--- src/rtl/pllclk_pkg.sv ---
`timescale 1ns/1ps
package pllclk_pkg;
    localparam int  REG_W    = 32;
    localparam logic SEL_DIV  = 1'b0;
    localparam logic SEL_CTRL = 1'b1;
endpackage

--- src/rtl/pllclk_regs.sv ---
`timescale 1ns/1ps
module pllclk_regs
    import pllclk_pkg::*;
#(
    parameter int MF_W       = 12,
    parameter int DIV_W      = 3,
    parameter int STICKY_BIT = 16
) (
    input  logic             clk,
    input  logic             por_n,
    input  logic             rst_all_n,
    input  logic             hrst_n,
    input  logic             reg_sel,
    input  logic             reg_wr,
    input  logic [REG_W-1:0] reg_wdata,
    output logic [REG_W-1:0] reg_rdata,
    input  logic             lost_now,
    output logic             mf_change,
    output logic [MF_W-1:0]  mf_o,
    output logic [DIV_W-1:0] code_o
);
    localparam logic [DIV_W-1:0] CODE_RSVD = '1;

    typedef struct packed {
        logic [MF_W-1:0]  mf;
        logic [DIV_W-1:0] code;
    } regs_t;

    regs_t r_d, r_q;
    logic  sticky_d, sticky_q;
    logic  wr_div, wr_ctl;
    logic  unused_wdata;

    assign unused_wdata = ^reg_wdata;

    // writes are only honoured outside every reset
    assign wr_div    = reg_wr && rst_all_n && (reg_sel == SEL_DIV);
    assign wr_ctl    = reg_wr && rst_all_n && (reg_sel == SEL_CTRL);
    assign mf_change = wr_ctl && (reg_wdata[MF_W-1:0] != r_q.mf);

    always_comb begin
        r_d = r_q;
        if (wr_div && (reg_wdata[DIV_W-1:0] != CODE_RSVD)) begin
            r_d.code = reg_wdata[DIV_W-1:0];
        end
        if (wr_ctl) begin
            r_d.mf = reg_wdata[MF_W-1:0];
        end
        // a loss in this cycle overrides a clear request
        sticky_d = lost_now || (sticky_q && !(wr_ctl && reg_wdata[STICKY_BIT]));
    end

    always_ff @(posedge clk or negedge rst_all_n) begin
        if (!rst_all_n) begin
            r_q <= '0;
        end else begin
            r_q <= r_d;
        end
    end

    // sticky flag lives in the power-on domain only
    always_ff @(posedge clk or negedge por_n) begin
        if (!por_n) begin
            sticky_q <= 1'b0;
        end else begin
            sticky_q <= sticky_d;
        end
    end

    always_comb begin
        reg_rdata = '0;
        if (reg_sel == SEL_CTRL) begin
            reg_rdata[MF_W-1:0]   = r_q.mf;
            reg_rdata[STICKY_BIT] = sticky_q;
        end else begin
            reg_rdata[DIV_W-1:0]  = r_q.code;
        end
    end

    assign mf_o   = r_q.mf;
    assign code_o = r_q.code;

    assert_rsvd_ignored_R4: assert property (@(posedge clk) disable iff (!rst_all_n)
        (wr_div && (reg_wdata[DIV_W-1:0] == CODE_RSVD)) |=> $stable(r_q.code));

    assert_sticky_set_R7: assert property (@(posedge clk) disable iff (!por_n)
        lost_now |=> sticky_q);

    assert_sticky_hrst_R8: assert property (@(posedge clk) disable iff (!por_n)
        (!hrst_n && sticky_q) |=> sticky_q);
endmodule

--- src/rtl/pllclk_lock.sv ---
`timescale 1ns/1ps
module pllclk_lock #(
    parameter int HOLD_CYC = 8
) (
    input  logic clk,
    input  logic rst_all_n,
    input  logic mf_change,
    input  logic pll_locked,
    output logic lost_now,
    output logic lost_q
);
    localparam int HOLD_W = $clog2(HOLD_CYC + 1);

    typedef struct packed {
        logic [HOLD_W-1:0] hold;
        logic              lost;
    } lock_t;

    lock_t s_d, s_q;

    always_comb begin
        s_d = s_q;
        if (mf_change) begin
            s_d.hold = HOLD_W'(HOLD_CYC);
        end else if (s_q.hold != '0) begin
            s_d.hold = s_q.hold - 1'b1;
        end
        s_d.lost = (s_d.hold != '0) || !pll_locked;
    end

    always_ff @(posedge clk or negedge rst_all_n) begin
        if (!rst_all_n) begin
            s_q.hold <= '0;
            s_q.lost <= 1'b1;
        end else begin
            s_q <= s_d;
        end
    end

    assign lost_now = s_d.lost;
    assign lost_q   = s_q.lost;

    assert_mf_forces_loss_R5: assert property (@(posedge clk) disable iff (!rst_all_n)
        mf_change |=> lost_q);

    assert_unlock_loss_R6: assert property (@(posedge clk) disable iff (!rst_all_n)
        !pll_locked |=> lost_q);
endmodule

--- src/rtl/pllclk_div.sv ---
`timescale 1ns/1ps
module pllclk_div #(
    parameter int DIV_W = 3
) (
    input  logic             clk,
    input  logic             rst_all_n,
    input  logic [DIV_W-1:0] code,
    output logic             tick
);
    localparam int CNT_W = (1 << DIV_W) - 2;

    typedef struct packed {
        logic [DIV_W-1:0] act;
        logic [CNT_W-1:0] cnt;
    } div_t;

    div_t             s_d, s_q;
    logic [CNT_W-1:0] last;

    // terminal count is 2^act - 1: the low act bits set
    always_comb begin
        for (int i = 0; i < CNT_W; i++) begin
            last[i] = (i < int'(s_q.act));
        end
    end

    assign tick = (s_q.cnt == last);

    always_comb begin
        s_d = s_q;
        if (tick) begin
            s_d.cnt = '0;
            s_d.act = code;
        end else begin
            s_d.cnt = s_q.cnt + 1'b1;
        end
    end

    always_ff @(posedge clk or negedge rst_all_n) begin
        if (!rst_all_n) begin
            s_q <= '0;
        end else begin
            s_q <= s_d;
        end
    end

    assert_switch_at_boundary_R3: assert property (@(posedge clk) disable iff (!rst_all_n)
        !tick |=> $stable(s_q.act));
endmodule

--- src/rtl/pllclk_ctrl.sv ---
`timescale 1ns/1ps
module pllclk_ctrl
    import pllclk_pkg::*;
#(
    parameter int MF_W       = 12,
    parameter int DIV_W      = 3,
    parameter int STICKY_BIT = 16,
    parameter int HOLD_CYC   = 8
) (
    input  logic             clk,
    input  logic             por_n,
    input  logic             hrst_n,
    input  logic             reg_sel,
    input  logic             reg_wr,
    input  logic [REG_W-1:0] reg_wdata,
    output logic [REG_W-1:0] reg_rdata,
    input  logic             pll_locked,
    output logic [MF_W-1:0]  pll_mf,
    output logic             clk_en
);
    logic             rst_all_n;
    logic             lost_now, lost_q, mf_change, tick;
    logic [DIV_W-1:0] code;

    assign rst_all_n = por_n & hrst_n;

    pllclk_regs #(
        .MF_W(MF_W), .DIV_W(DIV_W), .STICKY_BIT(STICKY_BIT)
    ) regs_i (
        .clk(clk), .por_n(por_n), .rst_all_n(rst_all_n), .hrst_n(hrst_n),
        .reg_sel(reg_sel), .reg_wr(reg_wr), .reg_wdata(reg_wdata),
        .reg_rdata(reg_rdata), .lost_now(lost_now), .mf_change(mf_change),
        .mf_o(pll_mf), .code_o(code)
    );

    pllclk_lock #(
        .HOLD_CYC(HOLD_CYC)
    ) lock_i (
        .clk(clk), .rst_all_n(rst_all_n), .mf_change(mf_change),
        .pll_locked(pll_locked), .lost_now(lost_now), .lost_q(lost_q)
    );

    pllclk_div #(
        .DIV_W(DIV_W)
    ) div_i (
        .clk(clk), .rst_all_n(rst_all_n), .code(code), .tick(tick)
    );

    assign clk_en = tick && !lost_q;

    assert_unlock_gates_en_R6: assert property (@(posedge clk) disable iff (!rst_all_n)
        !pll_locked |=> !clk_en);
endmodule

--- config.mk ---
export PLATFORM = sky130hd
export DESIGN_NAME = pllclk_ctrl
export DESIGN_NICKNAME = d
export VERILOG_FILES = /design/src/rtl/pllclk_pkg.sv /design/src/rtl/pllclk_regs.sv /design/src/rtl/pllclk_lock.sv /design/src/rtl/pllclk_div.sv /design/src/rtl/pllclk_ctrl.sv
export SDC_FILE = /design/constraint.sdc
export NUM_CORES = 1
export LEC_CHECK = 0
export ABC_CLOCK_PERIOD_IN_PS = 3100
export CORE_MARGIN = 4
export CORE_UTILIZATION = 65
export CTS_CLUSTER_SIZE = 14
export DETAILED_ROUTE_END_ITERATION = 6
export DONT_BUFFER_PORTS = 1
export PLACE_DENSITY = 0.83
export SLEW_MARGIN = 10
export SYNTH_ARGS = -nofsm -noshare
export SYNTH_HDL_FRONTEND = slang
export SYNTH_HIERARCHICAL = 1
export SYNTH_SLANG_ARGS = --single-unit
--- constraint.sdc ---
create_clock -name clk -period 3.1 [get_ports clk]
set_input_delay 0.31 -clock clk [delete_from_list [all_inputs] [get_ports clk]]
set_output_delay 0.31 -clock clk [all_outputs]
set_load 0.05 [all_outputs]
== Yosys cells after proc, flatten, opt, wreduce, memory -nomap -nowiden ==
Cells that the tools add are included.
Storage, ports and cells
  flip-flop bits (word level): 30
  output and inout bits: 45
  memories kept: 0
  input port bits: 38
  logic and storage cells: 41
  RAM bits: 0
  bits in latches: 0
  ROM bits: 0
Operators by class
  $lt $le $gt $ge: 6
  shifts and indexed selects: 0
  equality and inequality tests: 3
  muxes and demuxes: 6
  reduce and logical (&&, ||, !) cells: 15
  multipliers: 0
  bitwise gates (word level): 2
  $add $sub $neg: 2
  divide/modulo/power cells: 0
Operators by type and width (number)
  $ne A12 B12 Y1: 1
  $mux W9: 1
  $logic_and A1 B1 Y1: 8
  $mux W4: 2
  $reduce_bool A4 Y1: 2
  $add A6 B1 Y6 const B: 1
  $eq A6 B6 Y1: 1
  $lt A1 B3 Y1 const A: 2
  $lt A2 B3 Y1 const A: 2
  $lt A3 B3 Y1 const A: 2
  $mux W6: 1
  $sub A4 B1 Y4 const B: 1
  $logic_not A1 Y1: 3
  $mux W3: 1
  $ne A3 B3 Y1 const B: 1
  $logic_or A1 B1 Y1: 2
  $and A1 B1 Y1: 1
  $mux W1: 1
  $not A1 Y1: 1

== Logic depth before layout (Yosys ltp) ==
Gate-level depths: netlist of run 1.
  depth in word-level cells: 8
  mapped depth: 8

== Hierarchy ==
Netlist of run 1, hierarchy kept.
By module, submodules not included
  pllclk_regs: instances 1, sequential area each 400.4 um2, area an instance 1051.0 um2, cells each 91
  pllclk_div: instances 1, sequential area each 225.2 um2, area an instance 479.2 um2, cells each 47
  pllclk_lock: instances 1, sequential area each 126.4 um2, area an instance 261.5 um2, cells each 24
  pllclk_ctrl: instances 1, sequential area each 0.0 um2, area an instance 20.0 um2, cells each 2

== Least setup slack after synthesis of run 1 ==
OpenSTA, ideal clock, no wires.
  path kind: input -> register
  start: input por_n
  end: register regs_i.sticky_q
  data required time: 2982 ps
  cell stages on the path: 8
  setup slack: 113 ps
  arrival: 2869 ps
  path buffers: 1
  setup time: 118 ps
  cells stage by stage: and2_1 -> nand3_4 -> buf_6 -> nor2_1 -> nor2b_1 -> mux2_2 -> or4_1 -> a21o_1
RTL lines
  start, declared: RTL line pllclk_ctrl.sv:11  | input logic por_n,
  end signal, assigned: RTL line pllclk_regs.sv:66  | sticky_q <= sticky_d;
  end, declared: RTL line pllclk_regs.sv:30  | logic sticky_d, sticky_q;

== Final worst setup path of run 1 ==
  start: register div_i/s_q[8] in the netlist's numbering
  end: output clk_en
Between the ends
  cells in the longest elaborated chain, start to end: 3
  elaborated cells between the ends (all ways): 8
Ends and longest elaborated chain
  start, declared: RTL line pllclk_div.sv:17  | div_t s_d, s_q;
  start signal, assigned: RTL line pllclk_div.sv:41  | s_q <= '0;
  start signal, assigned: RTL line pllclk_div.sv:43  | s_q <= s_d;
  $lt A1 B3 Y1, or another cell as far along: RTL line pllclk_div.sv:23  | last[i] = (i < int'(s_q.act));
  $eq A6 B6 Y1 (*): RTL line pllclk_div.sv:27  | assign tick = (s_q.cnt == last);
  named net tick: RTL line pllclk_ctrl.sv:22  | logic lost_now, lost_q, mf_change, tick;
  $logic_and A1 B1 Y1 (*): RTL line pllclk_ctrl.sv:49  | assign clk_en = tick && !lost_q;
  end, declared: RTL line pllclk_ctrl.sv:19  | output logic clk_en
Mark *: on every way through the listed nets, which the timed path passes. The rest lies on a longest branch.

==> impl_metrics.ini, run 1 <==
[setup_path]
cp.arrival_ns = 2.39
rr_startpoint = regs_i/mf_o[2]$_DFFE_PN0P_
cp_top_family = simple AND/OR/NAND/NOR gates
path_cells = or4_1 -> a21oi_1 -> a31oi_1 -> nor4_4 -> buf_4 -> nor2b_4
critPathKind = register to output pin
end_kind = output pin
r2r_setup_slack_ns = 0.43
reg2reg_depth = 8
worst_path_largest_cell_delay_ns = 0.52
cp.required_ns = 2.79
slowest_stage = or4_1
reg2reg_to = regs_i/sticky_q$_DFF_PN0_
crit_buf_inv = 1
crit_fanout = 10
crit_path_start_kind = register

[floorplanning]
rows = 18
io_pins = 83
chipWidth_um = 60.8
dieHeight_um = 60.8
core_area_mm2 = 0.00257
die_area_mm2 = 0.00370
initial_utilization_pct = 70.6

[clock_tree]
cts_max_level = 2
cts_tree = done
clk_path_buf_depth = 2
clk_latency_ns = 0.33
cts_sinks = 30
path_clk_slew_ns = 0.10
clockRootBuffer = clkbuf_4
cts_made_buffers = 5

[global_routing]
grt_max_degree = 32
grt_use_total_pct = 20.7
grt_pass1_vias = 1182
antenna_found_initial = 0
grt_pass1_wl_um = 5520
grt_overflow = 0

[worst_hold_path]
holdPathStages = 1
hold_class = primary input to register
min_from = reg_wdata[7]
min_to = regs_i/mf_o[7]$_DFFE_PN0P_

[synth]
synth_edf_count = 0
seq_area_frac_synth_pct = 41.5
synthDistinctLibCells = 40
ys_ff_latch = 30
synthSimpleGateAreaFrac_pct = 16.8
yosys.area_share.xor_xnor_pct = 8.22
netlist_area_mm2 = 0.00181
syn_inst = 164
synthFlopType = dfrtp_1
avgSynthCellArea_um2 = 11.0
ys_warn_count = 6
synthMuxAreaShare_pct = 14.3
synth-adder-area-share_pct = 1.38
synth_compound_area_share_pct = 7.25
synth_async_sr_flop_share_pct = 100
synth_top_family_by_area = simple AND/OR/NAND/NOR gates

[layout]
layout_common_cells = dfrtp_1 (29), conb_1 (19), xnor2_1 (15)
utilization_pct = 72.9
n_antenna_cell = 0
nets = 214
area_delta_synth_final_pct = 3.25
design_area_mm2 = 0.00187
final_common_cell = dfrtp_1
final_layout_size_suffix_gt1_share_pct = 23.4
fillers = 180

[placement]
finalWeightedCongestion = 0.820
hpwl_um = 2570
placed_area_mm2 = 0.00180
portBuffers = 0

[power_and_ir_drop]
p_leak_nw = 0.830
comb_power_share_pct = 42.7
ir_worst_vdd_mv = 0.626
p_int_mw = 0.942
share_seq_of_total_power_pct = 43.3
pwr-share-clk_pct = 14.0
swShare_pct = 45.9
netSwitchingPower_mw = 0.800
power_density_mw_per_mm2 = 931

[timing]
maxSlewViolCount = 0
rsz0062_at_grt = false
skew_ns = 0.0115
hold_viol = 0
period_share_pct = 87.1
fin_tns_setup_ns = 0
max-slew-margin-rel_pct = 62.2
fin_crit_ns = 2.70
finalSetupViolations = 0
fmax_mhz = 370
tightestPinTransition_ns = 0.568

[route]
wl_per_cell_um = 16.3
drt_iter0_drc = 32
antenna_left = 0
first_pass_iters = 4
vias = 1164
avgViaCountPerCell = 5.68
drc_errors = 0
routed_wl_um = 3340

[job]
maxCapViolations = 0

[status]
outcome = completed
layout make-up:
class                      count  area, um2  area share (%)
multi-input combinational    125        940            50.2
tap                           30       37.5            2.01
sequential                    30        752            40.2
clock buffer                   6       51.3            2.74
clock inverter                 2       12.5           0.669
inverter                       4       15.0           0.803
timing repair buffer           8       62.6            3.34
worst max-delay path by stage:
| stage | from | endpoint | cells after the start |
|---|---|---|---|
| after CTS | div_i/s_q[8]$_DFFE_PN0N_ | clk_en | 6 |
| after global placement | regs_i/mf_o[1]$_DFFE_PN0P_ | regs_i/sticky_q$_DFF_PN0_ | 8 |
| after detailed placement | regs_i/mf_o[2]$_DFFE_PN0P_ | regs_i/sticky_q$_DFF_PN0_ | 8 |
| after global routing | regs_i/mf_o[1]$_DFFE_PN0P_ | regs_i/sticky_q$_DFF_PN0_ | 8 |
| after floorplan | por_n | regs_i/sticky_q$_DFF_PN0_ | 8 |
| final | div_i/s_q[8]$_DFFE_PN0N_ | clk_en | 6 |
logic make-up after synthesis:
kind of cell | count (synthesis)
adders and majority gates | 2
muxes | 20
DFF | 30
buffers and inverters | 27
and+or+nand+nor | 47
xor gates and xnor gates | 17
AOI/OAI and AO/OA | 20
other | 1
stage by stage:
step | instances | setup slack (ns) | power (mW) | hold WS, ns
detailed placement | 196 | 0.469 | 1.51 | 0.0145
floorplan | 182 | 0.113 | 1.39 | 0.0144
global route | 205 | 0.274 | 1.86 | 0.0751
global placement | 196 | 0.527 | 1.46 | 0.0145
CTS | 205 | 0.391 | 1.76 | 0.101
finish | 205 | 0.399 | 1.74 | 0.114
what timing repair did:
item / 4_1_cts / 5_1_grt
endpoints found under the hold margin: 1 / 0
buffers inserted: 0 / 0
resized for setup: 0 / 0
hold buffers: 1 / 0
per-layer routing:
metal	global-route usage, %	up-vias	wire length [um]
li1	-	548	-
met1	24.2	564	1330
met2	35.3	46	1720
met3	9.15	6	266
met4	4.64	0	25
met5	0	-	0
synth_stat cells (all sizes together), types with 2 or more instances:
cell	n	area, um2
xnor2	15	131
clkbuf	2	7.51
and2	11	68.8
dfrtp	29	726
o21ai	4	20.0
nor3	2	10.0
inv	4	15.0
nand4	5	31.3
nor2	10	37.5
or4	2	15.0
xor2	2	17.5
o211ai	2	15.0
a21oi	5	25.0
nand3	3	27.5
nand2	3	11.3
buf	21	165
mux2	20	259
o22a	3	26.3
ha	2	25.0
nor2b	3	26.3
registers in the layout (all words and copies together) (netlist names):
register         count
div_i/s_q            9
lock_i/lost_q        1
lock_i/s_q           4
regs_i/code_o        3
regs_i/mf_o         12
regs_i/sticky_q      1
power by group through the flow:
stage,Combinational (mW),Sequential [mW],Clock (mW)
after floorplan,0.618,0.769,0
after global placement,0.708,0.749,0
after detailed placement,0.746,0.762,0
after CTS,0.749,0.755,0.254
after global routing,0.806,0.777,0.280
final,0.743,0.754,0.245
Power figures use the tool's default switching activity.
==> inputs of run 2 (changes only) <==
CORE_UTILIZATION = 45   (was 65)
CTS_BUF_LIST = sky130_fd_sc_hd__clkbuf_8 sky130_fd_sc_hd__clkbuf_16   (was default)
PLACE_DENSITY = 0.62   (was 0.83)
==> run 2 against run 1 <==
Register-to-register slack improved by 0.02 ns. Core utilization decreased by 23 points. Clock power increased by 33%. Non-clock buffer count decreased by 5. Wire length increased by 1.9%. Cell count increased by 6.3%. Global-route usage decreased by 6.7 points. Die area increased by 38%. Count of clock-buffer cells in the layout unchanged.
==> impl_metrics.ini, run 2 (synthesis gave the netlist of run 1 again) <==
[status]
outcome = completed

[placement]
dpl.cell_count = 209
dpl_worst_slack_ns = 0.500
portBuffers = 0
finalWeightedCongestion = 0.826
hpwl_um = 2480

[layout]
n_antenna_cell = 0
final_layout_size_suffix_gt1_share_pct = 20.6
final_common_cell = dfrtp_1
area_delta_synth_final_pct = 3.94
final_cells = 218
fillers = 348
largest_reg_flops = 12
layout_common_cells = dfrtp_1 (29), conb_1 (19), xnor2_1 (15)
nets = 209

[global_routing]
grt_overflow = 0
grt_max_degree = 32
grt_use_total_pct = 14.1
grt_pass1_wl_um = 5650
grt_pass1_vias = 1185
antenna_found_initial = 0

[setup_path]
crit_fanout = 8
end_kind = register
cp.required_ns = 3.28
crit_path_start_kind = register
reg2reg_depth = 8
critPathKind = register to register
cp.arrival_ns = 2.83

[route]
drc_errors = 0
first_pass_iters = 4
antenna_left = 0
avgViaCountPerCell = 5.44
drt_iter0_drc = 42
routed_wl_um = 3400
wl_per_cell_um = 15.6
vias = 1186

[timing]
fin_tns_setup_ns = 0
hold_ws_ns = 0.172
finalSetupViolations = 0
hold_viol = 0
setup_ws_ns = 0.446
maxSlewViolCount = 0
period_share_pct = 85.6
tightestPinTransition_ns = 0.557
fmax_mhz = 377
skew_ns = 0.00280
fin_crit_ns = 2.65
max-slew-margin-rel_pct = 62.8
rsz0062_at_grt = false

[job]
maxCapViolations = 0

[clock_tree]
clockRootBuffer = clkbuf_8
cts_max_level = 2
postCtsResizedCells = 0
cts_made_buffers = 5
path_clk_slew_ns = 0.06
cts_tree = done
clk_path_buf_depth = 2
cts_sinks = 30
clk_latency_ns = 0.28

[power_and_ir_drop]
power_density_mw_per_mm2 = 954
fin_total_pwr_mw = 1.80
p_leak_nw = 0.824
ir_worst_vdd_mv = 0.437

[worst_hold_path]
hold_class = primary input to register
holdPathStages = 1

[floorplanning]
core_area_mm2 = 0.00377
dieHeight_um = 71.5
io_pins = 83
chipWidth_um = 71.5
die_area_mm2 = 0.00511
initial_utilization_pct = 48.0
rows = 22
-- run 2: cell count changes in the layout (fill, tap and decap cells not counted), sizes merged --
cell      delta
inv          +1
clkinvlp     -1
buf          -5
-- run 2: path summary, 6_finish.rpt --
kind | startpoint | endpoint | slack, ns
min | reg_wdata[3] | regs_i/mf_o[3]$_DFFE_PN0P_ | 0.17
max in group asynchronous | por_n | lock_i/lost_q$_DFF_PN1_ | 2.60
min reg2reg | regs_i/sticky_q$_DFF_PN0_ | regs_i/sticky_q$_DFF_PN0_ | 0.47
max reg2reg | regs_i/mf_o[7]$_DFFE_PN0P_ | regs_i/sticky_q$_DFF_PN0_ | 0.45
min in group asynchronous | hrst_n | div_i/s_q[0]$_DFF_PN0_ | 0.18
max | regs_i/mf_o[7]$_DFFE_PN0P_ | regs_i/sticky_q$_DFF_PN0_ | 0.45
-- run 2: worst max-delay path, cell delays in order (launching register included) --
cell     delay, ns
dfrtp_1       0.69
xnor2_1       0.16
nand4_1       0.16
nor3_1        0.08
nor2_1        0.38
nor2b_1       0.08
mux2_2        0.29
or4_1         0.55
a21o_1        0.17
-- run 2: metrics by stage --
step                      area (um2)  util (%)
final                           1880      49.9
after floorplan                 1880         -
after detailed placement        1780      47.2
after CTS                       1880      49.9
after global placement          1780      47.2
after global routing            1880      49.9
-- run 2: power by group --
group	total, mW	switching (mW)	internal, mW
Combinational	0.649	0.360	0.289
Sequential	0.821	0.296	0.525
Clock	0.327	0.152	0.176
Total	1.80	0.807	0.989
-- run 2: cell type report --
class | instances | area (um2) | area share, %
inverter | 4 | 15.0 | 0.797
tap | 48 | 60.1 | 3.19
timing repair buffer | 3 | 25.0 | 1.33
clock inverter | 2 | 8.76 | 0.465
sequential | 30 | 752 | 39.9
multi-input combinational | 125 | 940 | 49.9
clock buffer | 6 | 82.6 | 4.39
-- run 2: timing repair --
item,CTS,global route
setup buffers,0,0
hold endpoints to repair,1,0
hold buffers,1,0
-- run 2: metal layers --
metal	global-route usage, %	up-vias	wire length, um
li1	-	536	-
met1	15.1	589	1340
met2	24.0	53	1710
met3	5.05	8	259
met4	7.52	0	85
met5	0	-	0
